===== config.mk =====
export PLATFORM = sky130hd
export DESIGN_NAME = rxstat_tally
export DESIGN_NICKNAME = d
export VERILOG_FILES = /design/src/rtl/rxstat_pkg.sv /design/src/rtl/rxstat_capture.sv /design/src/rtl/rxstat_live.sv /design/src/rtl/rxstat_counter.sv /design/src/rtl/rxstat_tally.sv
export SDC_FILE = /design/constraint.sdc
export NUM_CORES = 1
export LEC_CHECK = 0
export BUFFER_PORTS_ARGS = -buffer_cell sky130_fd_sc_hd__buf_2
export CORE_MARGIN = 2
export CORE_UTILIZATION = 38
export CTS_CLUSTER_SIZE = 25
export DETAILED_ROUTE_END_ITERATION = 7
export GPL_TIMING_DRIVEN = 0
export RECOVER_POWER = 25
export SLEW_MARGIN = 20
export SYNTH_ARGS = -nofsm -noshare
export SYNTH_HDL_FRONTEND = slang
export SYNTH_SLANG_ARGS = --single-unit

===== constraint.sdc =====
create_clock -name clk -period 2.7 [get_ports clk]
set_input_delay 0.27 -clock clk [delete_from_list [all_inputs] [get_ports clk]]
set_output_delay 0.27 -clock clk [all_outputs]
set_load 0.02 [all_outputs]

===== src/rtl/rxstat_pkg.sv =====
package rxstat_pkg;
  localparam int NUM_TALLY = 3;
  localparam int STAT_W    = 8;

  // status bit positions
  localparam int B_INTACT = 0;
  localparam int B_CRC    = 1;
  localparam int B_ALIGN  = 2;
  localparam int B_OVR    = 3;
  localparam int B_MISS   = 4;
  localparam int B_MCAST  = 5;
  localparam int B_RXOFF  = 6;
  localparam int B_DEFER  = 7;

  // tally indices
  localparam int T_ALIGN = 0;
  localparam int T_CRC   = 1;
  localparam int T_MISS  = 2;

  typedef struct packed {
    logic deferring;
    logic rx_off;
    logic mcast;
    logic missed;
    logic overrun;
    logic align;
    logic crc;
    logic intact;
  } rx_status_t;
endpackage


===== src/rtl/rxstat_capture.sv =====
module rxstat_capture
  import rxstat_pkg::*;
(
  input  logic                 clk,
  input  logic                 rst,
  input  logic                 frm_start_i,
  input  logic                 frm_end_i,
  input  logic                 crc_bad_i,
  input  logic                 dribble_i,
  input  logic                 fifo_ovf_i,
  input  logic                 no_buf_i,
  input  logic                 mcast_i,
  input  logic                 monitor_i,
  input  logic                 keep_err_i,
  output logic [5:0]           frm_bits_o,
  output logic                 wb_req_o,
  output logic [NUM_TALLY-1:0] bump_o
);
  logic       in_frame;
  logic [5:0] bits_q;
  logic       wb_q;

  logic abort_now, close_now, open_now;
  logic is_align, is_crc_only, is_missed, is_bad;

  always_comb begin
    abort_now   = in_frame && fifo_ovf_i;
    close_now   = in_frame && frm_end_i && !fifo_ovf_i;
    open_now    = frm_start_i && !abort_now && !close_now;
    is_align    = crc_bad_i && dribble_i;
    is_crc_only = crc_bad_i && !dribble_i;
    is_missed   = no_buf_i || monitor_i;
    is_bad      = crc_bad_i || is_missed;
  end

  always_comb begin
    bump_o = '0;
    if (close_now) begin
      bump_o[T_ALIGN] = is_align;
      bump_o[T_CRC]   = is_crc_only;
      bump_o[T_MISS]  = is_missed;
    end
  end

  always_ff @(posedge clk) begin
    if (rst) begin
      in_frame <= 1'b0;
      bits_q   <= '0;
      wb_q     <= 1'b0;
    end else begin
      wb_q <= 1'b0;
      if (abort_now) begin
        in_frame         <= 1'b0;
        bits_q[B_OVR]    <= 1'b1;
        bits_q[B_INTACT] <= 1'b0;
        wb_q             <= keep_err_i;
      end else if (close_now) begin
        in_frame         <= 1'b0;
        bits_q[B_CRC]    <= crc_bad_i;
        bits_q[B_ALIGN]  <= is_align;
        bits_q[B_MISS]   <= is_missed;
        bits_q[B_INTACT] <= !is_bad;
        wb_q             <= !is_missed && (!crc_bad_i || keep_err_i);
      end else if (open_now) begin
        in_frame <= 1'b1;
        bits_q   <= {mcast_i, 5'b0};
      end
    end
  end

  assign frm_bits_o = bits_q;
  assign wb_req_o   = wb_q;
endmodule


===== src/rtl/rxstat_live.sv =====
module rxstat_live (
  input  logic clk,
  input  logic rst,
  input  logic monitor_i,
  input  logic crs_i,
  input  logic col_i,
  output logic rx_off_o,
  output logic defer_o
);
  always_ff @(posedge clk) begin
    if (rst) begin
      rx_off_o <= 1'b0;
      defer_o  <= 1'b0;
    end else begin
      rx_off_o <= monitor_i;
      defer_o  <= crs_i || col_i;
    end
  end
endmodule


===== src/rtl/rxstat_counter.sv =====
module rxstat_counter #(
  parameter int W = 8
) (
  input  logic         clk,
  input  logic         rst,
  input  logic         bump_i,
  input  logic         rd_i,
  output logic [W-1:0] cnt_o
);
  localparam logic [W-1:0] TOP = '1;
  localparam logic [W-1:0] ONE = W'(1);

  always_ff @(posedge clk) begin
    if (rst) begin
      cnt_o <= '0;
    end else if (rd_i) begin
      cnt_o <= bump_i ? ONE : '0;
    end else if (bump_i && cnt_o != TOP) begin
      cnt_o <= cnt_o + ONE;
    end
  end
endmodule


===== src/rtl/rxstat_tally.sv =====
module rxstat_tally
  import rxstat_pkg::*;
#(
  parameter int TALLY_W = 8
) (
  input  logic                         clk,
  input  logic                         rst,
  input  logic                         frm_start_i,
  input  logic                         frm_end_i,
  input  logic                         crc_bad_i,
  input  logic                         dribble_i,
  input  logic                         fifo_ovf_i,
  input  logic                         no_buf_i,
  input  logic                         mcast_i,
  input  logic                         monitor_i,
  input  logic                         crs_i,
  input  logic                         col_i,
  input  logic                         keep_err_i,
  input  logic [NUM_TALLY-1:0]         tally_rd_i,
  output logic [STAT_W-1:0]            status_o,
  output logic                         wb_req_o,
  output logic [NUM_TALLY*TALLY_W-1:0] tally_o
);
  logic [5:0]           frm_bits;
  logic [NUM_TALLY-1:0] bump;
  logic                 rx_off, defer;
  rx_status_t           stat;

  rxstat_capture u_cap (
    .clk         (clk),
    .rst         (rst),
    .frm_start_i (frm_start_i),
    .frm_end_i   (frm_end_i),
    .crc_bad_i   (crc_bad_i),
    .dribble_i   (dribble_i),
    .fifo_ovf_i  (fifo_ovf_i),
    .no_buf_i    (no_buf_i),
    .mcast_i     (mcast_i),
    .monitor_i   (monitor_i),
    .keep_err_i  (keep_err_i),
    .frm_bits_o  (frm_bits),
    .wb_req_o    (wb_req_o),
    .bump_o      (bump)
  );

  rxstat_live u_live (
    .clk       (clk),
    .rst       (rst),
    .monitor_i (monitor_i),
    .crs_i     (crs_i),
    .col_i     (col_i),
    .rx_off_o  (rx_off),
    .defer_o   (defer)
  );

  for (genvar g = 0; g < NUM_TALLY; g++) begin : g_tally
    rxstat_counter #(.W(TALLY_W)) u_cnt (
      .clk    (clk),
      .rst    (rst),
      .bump_i (bump[g]),
      .rd_i   (tally_rd_i[g]),
      .cnt_o  (tally_o[g*TALLY_W +: TALLY_W])
    );
  end

  always_comb begin
    stat           = '0;
    stat.intact    = frm_bits[B_INTACT];
    stat.crc       = frm_bits[B_CRC];
    stat.align     = frm_bits[B_ALIGN];
    stat.overrun   = frm_bits[B_OVR];
    stat.missed    = frm_bits[B_MISS];
    stat.mcast     = frm_bits[B_MCAST];
    stat.rx_off    = rx_off;
    stat.deferring = defer;
  end

  assign status_o = stat;
endmodule


==> key figures <==
Outcome
  • Status: completed

STA
  • Final-report setup violation count: 0
  • Setup TNS: 0 ns
  • Worst hold slack: approximately 0.20 ns
  • Worst slew margin: 64.6%
  • Worst Tran Pin Value: 0.529 ns
  • Hold Fails Final Rpt: 0
  • Achievable clock frequency: roughly 560 MHz
  • Slew Viols, Final: 0
  • Clk_skew: 0.00863 ns
  • Tcrit/Tclk final: between 60 and 70%
  • Unrepaired setup endpoints after global routing: false
  • Post-route minimum period: 1.79 ns

Critical path
  • Data arrival, critical path: 1.95 ns
  • Max FO, Critical Path: 10
  • WS Path Type: reg2reg
  • Startpoint types: register
  • Max incr delay on CP: 0.40 ns
  • R2R depth: 5
  • Slowest cell on crit path: clkbuf_1
  • CP Cell Sequence: clkbuf_1 -> nand3b_4 -> nor4_2 -> nor2_1 -> a2111oi_0
  • CP required: between 2 and 3 ns
  • Critical Path End Type: register
  • Worst reg-to-reg setup slack: 0.91 ns

Floorplan
  • Ports: 49
  • Die Area: 5130 µm²
  • Core area: 4380 µm²
  • Site Rows: 24
  • Die Span Y: 71.6 µm
  • Die width: 71.6 µm
  • Starting Density: between 30 and 40%

Min path
  • Hold crit path type: in2reg
  • Hold Crit Depth: 3

Global routing
  • Initial antenna violation count: 0
  • Total grt overflow: 0
  • First-pass GRT wire length: about 6.5 mm
  • Largest net degree at the start of global routing: 11
  • Number of global-route vias before repair: 1,391
  • Overall routing resource usage: 15.7%

Finish
  • Area Growth Syn to Fin: 21.4%
  • Share of cells above drive strength 1: 22.6%
  • Final net count: 266
  • Area of the multi-input gates: 978 µm²
  • Fillers: 438
  • # diodes: 0
  • Post-route insts no fill: 300
  • Design Area, Final: roughly 2100 µm²
  • Register Area: 681 µm²

Clock tree
  • Post-CTS sizing: 0
  • Clock Tree Root: clkbuf_8
  • Clock insertion delay at the later pin of the skew report: between 0.2 and 0.3 ns
  • Post-CTS Setup Inserts: 0
  • CTS clk-pin slew, worst paths: roughly 0.070 ns
  • Post-CTS Hold Buffers: 0
  • CTS tree: yes
  • CTS HTree Levels: 2
  • Clock tree buffer depth: 2
  • Clock Sinks: 34
  • TritonCTS Buffers: 5

Synth
  • Commonest cells post-synth: dfxtp_1 (34), nor2_1 (18), a21oi_1 (17)
  • Syn avg cell area: 8.95 µm²
  • Mapped Area: 1740 µm²
  • Post-synthesis async set-or-reset flop share: 0%
  • Number of synthesized flops with an enable pin: 0
  • Most numerous cell in the Yosys netlist: dfxtp_1
  • Post-synth top area cell: dfxtp_1
  • Synth area leaders: dfxtp_1 (39%), a21oi_1 (4.9%), nor2_1 (3.9%)
  • Post-synthesis register bit count: 34
  • Yosys warnings: 0
  • Post-synth top area share: 39.2%
  • Seq/Total Area, Yosys: 39.2%
  • Post-Syn Instances: 194
  • Library cells used by synthesis: 48
  • Dominant synthesized flop cell: dfxtp_1
  • Post-synthesis net count: 213

Route
  • Initial drt markers: 80
  • Drt drc: 0
  • DRT Pass-1 Iters: 4
  • Routed len/inst: 13.1 µm
  • Vias after detailed routing: 1,648
  • Routed wire length: 3.92 mm
  • Antenna-violating nets left: 0
  • Via/cell ratio: between 5 and 6

Placement
  • Port buffer count: 46
  • Placed inst area: 2030 µm²
  • Placed cell count: just under 300
  • HPWL after DPL: 2.85 mm
  • GP Congestion: 0.853

Pwr
  • Pwr/cell area: 458 nW/µm²
  • Maximum vdd drop: 316 µV
  • Combinational share of power: 7.6%
  • Switching power: 0.000226 W
  • Power share of the clock group: 39.6%
  • Switching Share: 23.4%
  • Leakage: 0.918 nW
  • Internal power: approximately 0.00074 W
  • Sequential power share: 52.8%

Flow run
  • Max Cap Viol: 0
-- power groups by stage --
stage / Clock [W] / Combinational [W] / Sequential (W)
after floorplan: 0 / 0.0000423 / 0.000525
after global placement: 0 / 0.0000744 / 0.000522
after detailed placement: 0 / 0.0000742 / 0.000522
after CTS: 0.000397 / 0.0000743 / 0.000510
after global routing: 0.000426 / 0.0000809 / 0.000511
final: 0.000383 / 0.0000734 / 0.000510
-- cells in the final DEF (no fill, tap or decap), drive strengths merged, types with 2 or more instances in the layout --
master	n
mux2i	5
and3	4
or3	4
nand4b	3
o21ai	6
and4b	2
inv	4
nor2	18
xor2	2
o2111ai	2
a211oi	4
or2	2
a22oi	2
nand4	6
o311ai	3
o211a	3
ha	3
buf	40
dfxtp	34
clkbuf	24
o31ai	2
nor3	6
a31oi	5
a21oi	17
nor4	5
nand3	11
nand2	14
nand3b	4
-- cell type report --
cell class,instances,share of cell area (%)
Timing Repair Buffer,46,10.3
Tap cell,52,3.09
Multi-Input combinational cell,145,46.4
Inverter,4,0.712
Buffer,11,2.91
Sequential cell,34,32.3
Clock inverter,1,0.237
Clock buffer,7,4.09
-- stage by stage --
step | total power [W] | util (%) | worst slack, ns
3_3_place_gp | 0.000596 | 46.3 | 1.08
3_5_place_dp | 0.000596 | 46.3 | 1.03
6_report | 0.000966 | 48.1 | 0.905
2_1_floorplan | 0.000567 | - | 1.04
5_1_grt | 0.00102 | 48.1 | 0.706
4_1_cts | 0.000982 | 48.4 | 1.07
-- worst max-delay path, delay by kind of cell (launching register included) --
kind                   cells  cell delay (ns)
AO/OA/AOI/OAI              1             0.38
buffers and inverters      1             0.40
flip-flops                 1             0.32
AND/OR/NAND/NOR            3             0.57
-- sequential cells by signal (all words and copies together), names as in the netlist --
name,flops
g_tally.u_cnt.cnt_o,24
u_cap.frm_bits_o,6
u_cap.in_frame,1
u_cap.wb_req_o,1
u_live.defer_o,1
u_live.rx_off_o,1
-- final timing paths --
| kind | from | end |
|---|---|---|
| worst max register to register | u_cap.in_frame | g_tally[2].u_cnt.cnt_o[5] |
| worst max-delay path | u_cap.in_frame | g_tally[2].u_cnt.cnt_o[5] |
| worst min-delay path | crs_i | u_live.defer_o |
| worst min register to register | u_cap.frm_bits_o[5] | u_cap.frm_bits_o[5] |
-- cell families after synthesis --
kind of cell    after synthesis  share of synthesized area (%)
simple gates                 85                           29.5
compound gates               49                           20.2
flops                        34                           39.2
buf+inv                      15                           4.47
mux                           6                           3.53
fa+ha+maj                     3                           2.16
xor+xnor                      2                           1.01
-- layer usage --
| layer | vias to the layer above | global-route usage (%) | routed length, µm |
|---|---|---|---|
| met3 | 2 | 4.78 | 198 |
| met5 | - | 0 | 0 |
| li1 | 836 | - | - |
| met2 | 47 | 23.8 | 1730 |
| met4 | 0 | 3.77 | 27 |
| met1 | 763 | 21.9 | 1970 |
(Power assumes the default switching activity.)
